[src/rtl/carrier_phase_pkg.sv]
package carrier_phase_pkg;

  typedef struct packed {
    logic en;
    logic inv;
  } chan_cfg_t;

  // outer device wins; outer = in phase, inner = anti-phase
  function automatic chan_cfg_t pick_cfg(input logic outer, input logic inner);
    chan_cfg_t c;
    c.en  = outer | inner;
    c.inv = ~outer & inner;
    return c;
  endfunction

endpackage

[src/rtl/carrier_div.sv]
module carrier_div (
  input  logic clk_i,
  input  logic rst_ni,
  output logic bnd_o,
  output logic nxt_phase_o
);
  logic phase_q;

  // reset to last half so the first edge opens a period
  always_ff @(posedge clk_i or negedge rst_ni) begin
    if (!rst_ni) phase_q <= 1'b1;
    else         phase_q <= ~phase_q;
  end

  assign bnd_o       = phase_q;
  assign nxt_phase_o = ~phase_q;
endmodule

[src/rtl/chan_latch.sv]
module chan_latch
  import carrier_phase_pkg::*;
(
  input  logic      clk_i,
  input  logic      rst_ni,
  input  logic      bnd_i,
  input  logic      outer_i,
  input  logic      inner_i,
  output chan_cfg_t cfg_nxt_o
);
  chan_cfg_t cfg_q;
  chan_cfg_t cfg_d;

  always_comb begin
    cfg_d = cfg_q;
    if (bnd_i) cfg_d = pick_cfg(outer_i, inner_i);
  end

  always_ff @(posedge clk_i or negedge rst_ni) begin
    if (!rst_ni) cfg_q <= '0;
    else         cfg_q <= cfg_d;
  end

  assign cfg_nxt_o = cfg_d;
endmodule

[src/rtl/drive_reg.sv]
module drive_reg
  import carrier_phase_pkg::*;
#(
  parameter int NUM_CH  = 2,
  parameter int NUM_PWR = 2
) (
  input  logic                    clk_i,
  input  logic                    rst_ni,
  input  logic                    nxt_phase_i,
  input  chan_cfg_t [NUM_CH-1:0]  cfg_nxt_i,
  output logic [NUM_PWR-1:0]      pwr_p_o,
  output logic [NUM_PWR-1:0]      pwr_n_o,
  output logic [NUM_CH-1:0]       sig_p_o,
  output logic [NUM_CH-1:0]       sig_n_o
);
  for (genvar p = 0; p < NUM_PWR; p++) begin : g_pwr
    always_ff @(posedge clk_i or negedge rst_ni) begin
      if (!rst_ni) begin
        pwr_p_o[p] <= 1'b0;
        pwr_n_o[p] <= 1'b0;
      end else begin
        pwr_p_o[p] <= nxt_phase_i;
        pwr_n_o[p] <= ~nxt_phase_i;
      end
    end
  end

  for (genvar c = 0; c < NUM_CH; c++) begin : g_sig
    logic ph;
    assign ph = nxt_phase_i ^ cfg_nxt_i[c].inv;
    always_ff @(posedge clk_i or negedge rst_ni) begin
      if (!rst_ni) begin
        sig_p_o[c] <= 1'b0;
        sig_n_o[c] <= 1'b0;
      end else begin
        sig_p_o[c] <= cfg_nxt_i[c].en & ph;
        sig_n_o[c] <= cfg_nxt_i[c].en & ~ph;
      end
    end
  end
endmodule

[src/rtl/carrier_phase_enc.sv]
module carrier_phase_enc
  import carrier_phase_pkg::*;
#(
  parameter int NUM_CH  = 2,
  parameter int NUM_PWR = 2
) (
  input  logic               clk_i,
  input  logic               rst_ni,
  input  logic [NUM_CH-1:0]  outer_en_i,
  input  logic [NUM_CH-1:0]  inner_en_i,
  output logic [NUM_PWR-1:0] pwr_p_o,
  output logic [NUM_PWR-1:0] pwr_n_o,
  output logic [NUM_CH-1:0]  sig_p_o,
  output logic [NUM_CH-1:0]  sig_n_o
);
  logic                  bnd;
  logic                  nxt_phase;
  chan_cfg_t [NUM_CH-1:0] cfg_nxt;

  carrier_div u_div (
    .clk_i       (clk_i),
    .rst_ni      (rst_ni),
    .bnd_o       (bnd),
    .nxt_phase_o (nxt_phase)
  );

  for (genvar c = 0; c < NUM_CH; c++) begin : g_ch
    chan_latch u_latch (
      .clk_i     (clk_i),
      .rst_ni    (rst_ni),
      .bnd_i     (bnd),
      .outer_i   (outer_en_i[c]),
      .inner_i   (inner_en_i[c]),
      .cfg_nxt_o (cfg_nxt[c])
    );
  end

  drive_reg #(.NUM_CH(NUM_CH), .NUM_PWR(NUM_PWR)) u_drv (
    .clk_i       (clk_i),
    .rst_ni      (rst_ni),
    .nxt_phase_i (nxt_phase),
    .cfg_nxt_i   (cfg_nxt),
    .pwr_p_o     (pwr_p_o),
    .pwr_n_o     (pwr_n_o),
    .sig_p_o     (sig_p_o),
    .sig_n_o     (sig_n_o)
  );
endmodule

[config.mk]
export PLATFORM = sky130hd
export DESIGN_NAME = carrier_phase_enc
export DESIGN_NICKNAME = d
export VERILOG_FILES = /design/src/rtl/carrier_phase_pkg.sv /design/src/rtl/carrier_div.sv /design/src/rtl/chan_latch.sv /design/src/rtl/drive_reg.sv /design/src/rtl/carrier_phase_enc.sv
export SDC_FILE = /design/constraint.sdc
export NUM_CORES = 1
export LEC_CHECK = 0
export BUFFER_PORTS_ARGS = -buffer_cell sky130_fd_sc_hd__buf_2
export CORE_AREA = 5 5 42 44
export DETAILED_ROUTE_END_ITERATION = 10
export DIE_AREA = 0 0 47 49
export GPL_TIMING_DRIVEN = 0
export PLACE_DENSITY = 0.61
export SLEW_MARGIN = 20
export SYNTH_ARGS = -nofsm -noshare
export SYNTH_HDL_FRONTEND = slang
export SYNTH_HIERARCHICAL = 1
export SYNTH_SLANG_ARGS = --single-unit
[constraint.sdc]
create_clock -name clk_i -period 1.6 [get_ports clk_i]
set_input_delay 0.24 -clock clk_i [delete_from_list [all_inputs] [get_ports clk_i]]
set_output_delay 0.24 -clock clk_i [all_outputs]
set_load 0.02 [all_outputs]
==> results_dict.tcl, run 1 <==
set metrics [dict create \
    status "completed" \
    clk_latency_ns 0.26 \
    hp-start "outer_en_i[0]" \
    syn_avg_cell_area_um2 11.8 \
    max_cap_viol_count 0 \
    avgRoutedWirePerCell_um 9.99 \
    worstSetupStartpoint "u_div/bnd_o" \
    first_iter_violations 3 \
    finalSetupViolations 0 \
    post_cts_buffers 0 \
    tns_ns 0 \
    cts_root_buf "clkbuf_4" \
    viasPerCell 4.09 \
    final_max_slew_viol_count 0 \
    ys_seq_area_frac 0.691 \
    antenna_found_initial 0 \
    cts_tree "built" \
    syn2layout_area_growth_pct 30.6 \
    min_path_type "input port to flop" \
    netlist_area_um2 400 \
    fp.dieW_um 47 \
    cts_inserted_buffers 3 \
    clk_path_buf_depth 2 \
    clk_pin_slew_ns 0.07 \
    period_share 0.778 \
    clock-sinks 11 \
    syn-instance-count 34 \
    crit_required_ns 1.80 \
    p_int_w 0.000400 \
    pwr-share-clk 0.354 \
    io_buffers 13 \
    htree_levels 1 \
    hpwl_um 524 \
    dr.pass1.iters 3 \
    rows 14 \
    pwr-share-seq 0.561 \
    grt_max_degree 12 \
    fill_cells 155 \
    dieHeight_um 49 \
    yosysWarnings 6 \
    power_density_nw_per_um2 994 \
    switching_share 0.231 \
    grt_pass1_wl_mm 1.26 \
    num_vias 278 \
    crit_arrival_ns 1.45 \
    place_congestion 0.697 \
    ys_seq_elements 11 \
    nNetsFinal 59 \
    power_w 0.000520 \
    fmax_ghz 0.803 \
    critPathKind "flop to flop" \
    groute.usage.overall 0.0799 \
    initial_core_util 0.286 \
    crit_fanout 9 \
    relSlewSlack 0.805 \
    grt_pass1_vias 303 \
    routed_wirelength_um 679 \
    hold_viol_final 0 \
    endpoint_kind "flop" \
    period_minus_slack_ns 1.25 \
    power_leakage_nw 0.271 \
    setup.worst_path.start_class "flop" \
    drc 0 \
    worst_slew_pin_slew_ns 0.290 \
    design.core.area_um2 1400 \
    io_pins 14 \
    layout-drive-gt1-share 0.385 \
    synth_cell_type_count 12 \
    p_sw_w 0.000120 \
    share_comb_of_total_power 0.085 \
    reg2reg_from "u_div/bnd_o" \
    irDropWorstVdd_uv 420 \
    grt-ovfl-total 0 \
    syn_nets 40 \
    rsz0062_at_grt "no" \
    final.setup_skew_ns 0.00199 \
    antennaDiodeCount 0 \
    postRouteAntennaNets 0 \
    die_area_um2 2300 \
]
-- synth_stat cells --
library cell,instances,area (um2)
inv_1,5,18.8
xnor2_1,1,8.76
buf_4,2,15.0
dfstp_2,1,26.3
dfrtp_1,10,250
nand3b_1,2,15.0
nor2_1,5,18.8
xor2_1,1,8.76
nor2b_1,1,6.26
and2_1,2,12.5
o21ai_0,2,10.0
a21oi_1,2,10.0
-- placed cells by master (no fill, tap or decap), drive strengths merged --
cell	n
buf	15
dfrtp	10
nor2	5
inv	5
clkbuf	3
a21oi	2
nand3b	2
o21ai	2
and2	2
clkinv	1
dlygate4sd3	1
dfstp	1
xnor2	1
xor2	1
nor2b	1
-- registers in the layout (all words and copies together) (netlist names) --
name and cells:
g_ch.u_latch/cfg_q 4, u_div/bnd_o 1, u_drv/pwr_n_o 1, u_drv/pwr_p_o 1
u_drv/sig_n_o 2, u_drv/sig_p_o 2
-- per-stage QoR --
step / cell area (um2) / instances / worst slack [ns] / util / hold WS, ns
2_1_floorplan: 400 / 34 / 0.457 / - / -0.0556
3_3_place_gp: 485 / 63 / 0.379 / 0.346 / 0.115
3_5_place_dp: 485 / 63 / 0.357 / 0.346 / 0.121
4_1_cts: 523 / 68 / 0.342 / 0.373 / 0.295
5_1_grt: 523 / 68 / 0.230 / 0.373 / 0.325
6_report: 523 / 68 / 0.355 / 0.373 / 0.302
-- worst paths after layout --
kind	end	slack, ns	cells after the start
setup / recovery	u_drv/sig_p_o[1]	0.35	4
hold / removal	g_ch[0].u_latch/cfg_q[1]	0.30	3
setup reg to reg	u_drv/sig_p_o[1]	0.35	4
hold reg to reg	g_ch[0].u_latch/cfg_q[1]	0.56	2
max in group asynchronous	u_div/bnd_o	0.97	2
min in group asynchronous	u_drv/pwr_p_o[1]	0.37	2
-- what timing repair did --
action,CTS,global route
hold buffers,1,0
hold endpoints to repair,10,0
resized for setup,0,0
-- power groups by stage --
stage,Combinational (W),Clock (W),Sequential [W]
floorplan,0.0000137,0,0.000306
global placement,0.0000423,0,0.000297
detailed placement,0.0000435,0,0.000298
CTS,0.0000456,0.000194,0.000292
global route,0.0000510,0.000209,0.000294
finish,0.0000442,0.000184,0.000292
-- kinds of logic (layout without fill, tap and decap cells) --
group | count (synthesis) | count (layout) | share of synthesized area
buffers and inverters | 7 | 25 | 0.0844
DFF | 11 | 11 | 0.691
and+or+nand+nor | 10 | 10 | 0.131
xor gates and xnor gates | 2 | 2 | 0.0438
AOI/OAI and AO/OA | 4 | 4 | 0.0500
-- routing by layer --
layer / GRT usage / wire length [um] / up-vias
li1: - / - / 137
met1: 0.0938 / 283 / 129
met2: 0.113 / 317 / 10
met3: 0.0332 / 68 / 2
met4: 0.0553 / 10 / 0
met5: 0 / 0 / -
-- critical path, stage by stage, from the launching register on --
cell and delay, ns:
dfstp_2 0.61, nand3b_1 0.08, o21ai_0 0.13, xor2_1 0.21, and2_1 0.15
-- cell type report --
class	count	area (um2)	area share
clock buffers	3	22.5	0.0431
repair buffers	14	75.1	0.144
flip-flops and latches	11	277	0.529
multi-input cells	16	90.1	0.172
plain buffers	2	15.0	0.0287
well taps	16	20.0	0.0383
inverters	5	18.8	0.0359
clock inverters	1	5.00	0.00957
Note: power is estimated with default switching activity, not from simulation.
==> inputs of run 2 (changes only) <==
Clock period 1.6 ns to 1.3 ns, I/O delays scaled along.
==> results_dict.tcl, run 2 (synthesis results as in run 1) <==
set metrics [dict create \
    hold_viol_final 0 \
    status "completed" \
    crit_required_ns 1.50 \
    mostFrequentLayoutCell "buf_2" \
    dr.pass1.iters 2 \
    clk_path_buf_depth 2 \
    htree_levels 1 \
    period_share 0.949 \
    top_register "g_ch.u_latch/cfg_q" \
    grt_max_degree 12 \
    critPathKind "flop to flop" \
    worstSetupEndpoint "u_drv/sig_p_o[1]" \
    grt_pass1_vias 303 \
    max_cap_viol_count 0 \
    pre_cts_ws_ns 0.0569 \
    relSlewSlack 0.839 \
    io_buffers 13 \
    clk_pin_slew_ns 0.07 \
    cts_tree "built" \
    finalSetupViolations 0 \
    rows 14 \
    crit_fanout 8 \
    reg_top3 "g_ch.u_latch/cfg_q: 4 flops, u_drv/sig_n_o: 2 flops, u_drv/sig_p_o: 2 flops" \
    grt_pass1_wl_mm 1.26 \
    antenna_found_initial 0 \
    setup.worst_path.start_class "flop" \
    layout-drive-gt1-share 0.415 \
    viasPerCell 4.19 \
    highest_layer "met4" \
    syn2layout_area_growth_pct 33.4 \
    final_max_slew_viol_count 0 \
    routed_wirelength_um 712 \
    io_pins 14 \
    route.met2.wl_um 352 \
    largest_register_ffs 4 \
    final_cell_mix "13 x buf_2, 10 x dfrtp_1, 5 x nor2_1, 5 x inv_1" \
    regArea_um2 277 \
    reg2reg_depth 4 \
    place_congestion 0.697 \
    fmax_ghz 0.811 \
    ff2ff_setup_slack_ns 0.07 \
    hpwl_um 524 \
    reg2reg_from "u_div/bnd_o" \
    dieHeight_um 49 \
    cts_inserted_buffers 3 \
    met1Wirelength_um 280 \
    power_leakage_nw 0.277 \
    period_minus_slack_ns 1.23 \
    final.setup_skew_ns 0.000520 \
    wl_met3_um 68 \
    initial_core_util 0.286 \
    worst_slew_pin_slew_ns 0.241 \
    power_density_nw_per_um2 1200 \
    drc 0 \
    groute.usage.overall 0.0799 \
    rsz0062_at_grt "yes" \
    antennaDiodeCount 0 \
    design.core.area_um2 1400 \
    worst_slack_ns 0.0668 \
    num_vias 289 \
    postRouteAntennaNets 0 \
    multiInputGateArea_um2 93.8 \
    fp.dieW_um 47 \
    clock-sinks 11 \
    min_path_type "input port to flop" \
    clk_latency_ns 0.26 \
    tns_ns 0 \
    crit_arrival_ns 1.43 \
    die_area_um2 2300 \
    worstSetupStartpoint "u_div/bnd_o" \
    endpoint_kind "flop" \
    grt-ovfl-total 0 \
    avgRoutedWirePerCell_um 10.3 \
    irDropWorstVdd_uv 512 \
    timing.rr.end "u_drv/sig_p_o[1]" \
    first_iter_violations 3 \
    cts_root_buf "clkbuf_4" \
    nNetsFinal 60 \
    fill_cells 156 \
]
## run 2: metal layers
metal  track usage  vias to the layer above
li1              -                      142
met2         0.113                       10
met5             0                        -
met1        0.0938                      135
met3        0.0332                        2
met4        0.0553                        0
## run 2: how the worst min path moves through the flow
stage / to / slack, ns / depth (start not counted) / start
final: g_ch[1].u_latch/cfg_q[0] / 0.24 / 3 / inner_en_i[1]
after global routing: g_ch[1].u_latch/cfg_q[0] / 0.25 / 3 / inner_en_i[1]
after CTS: g_ch[0].u_latch/cfg_q[1] / 0.25 / 3 / outer_en_i[0]
after detailed placement: u_drv/sig_n_o[0] / 0.08 / 1 / rst_ni
after global placement: u_drv/sig_n_o[0] / 0.07 / 1 / rst_ni
after floorplan: g_ch[0].u_latch/cfg_q[0] / -0.10 / 0 / rst_ni
## run 2: power breakdown
group	internal (W)	leakage [nW]	total [W]	switching [W]
registers	0.000356	0.130	0.000359	0.00000315
logic	0.0000229	0.130	0.0000561	0.0000333
clock network	0.000114	0.0177	0.000225	0.000112
total	0.000493	0.277	0.000641	0.000148
## run 2: area by class of cell
cell class | instances | share of cell area
clock inverters | 1 | 0.00937
clock buffers | 3 | 0.0422
multi-input cells | 16 | 0.176
plain buffers | 2 | 0.0281
well taps | 16 | 0.0375
repair buffers | 15 | 0.155
inverters | 5 | 0.0351
flip-flops and latches | 11 | 0.518
## run 2: critical path, cell delays in order, from the launching register on
cell and delay (ns):
dfstp_2 0.61, nand3b_1 0.12, o21ai_2 0.09, xor2_1 0.20, and2_1 0.15
## run 2: through the flow
stage	power (W)	hold slack [ns]	utilization	instances	instance area, um2
floorplan	0.000394	-0.101	-	34	400
global placement	0.000418	0.0701	0.346	63	485
detailed placement	0.000420	0.0757	0.346	63	485
CTS	0.000655	0.250	0.373	68	523
global route	0.000682	0.252	0.381	69	534
finish	0.000641	0.235	0.381	69	534
## run 2: timing repair
item | 4_1_cts | 5_1_grt
resized for setup | 0 | 3
hold buffers | 1 | 0
endpoints found under the setup margin | 0 | 3
endpoints found under the hold margin | 10 | 0
buffers inserted | 0 | 1
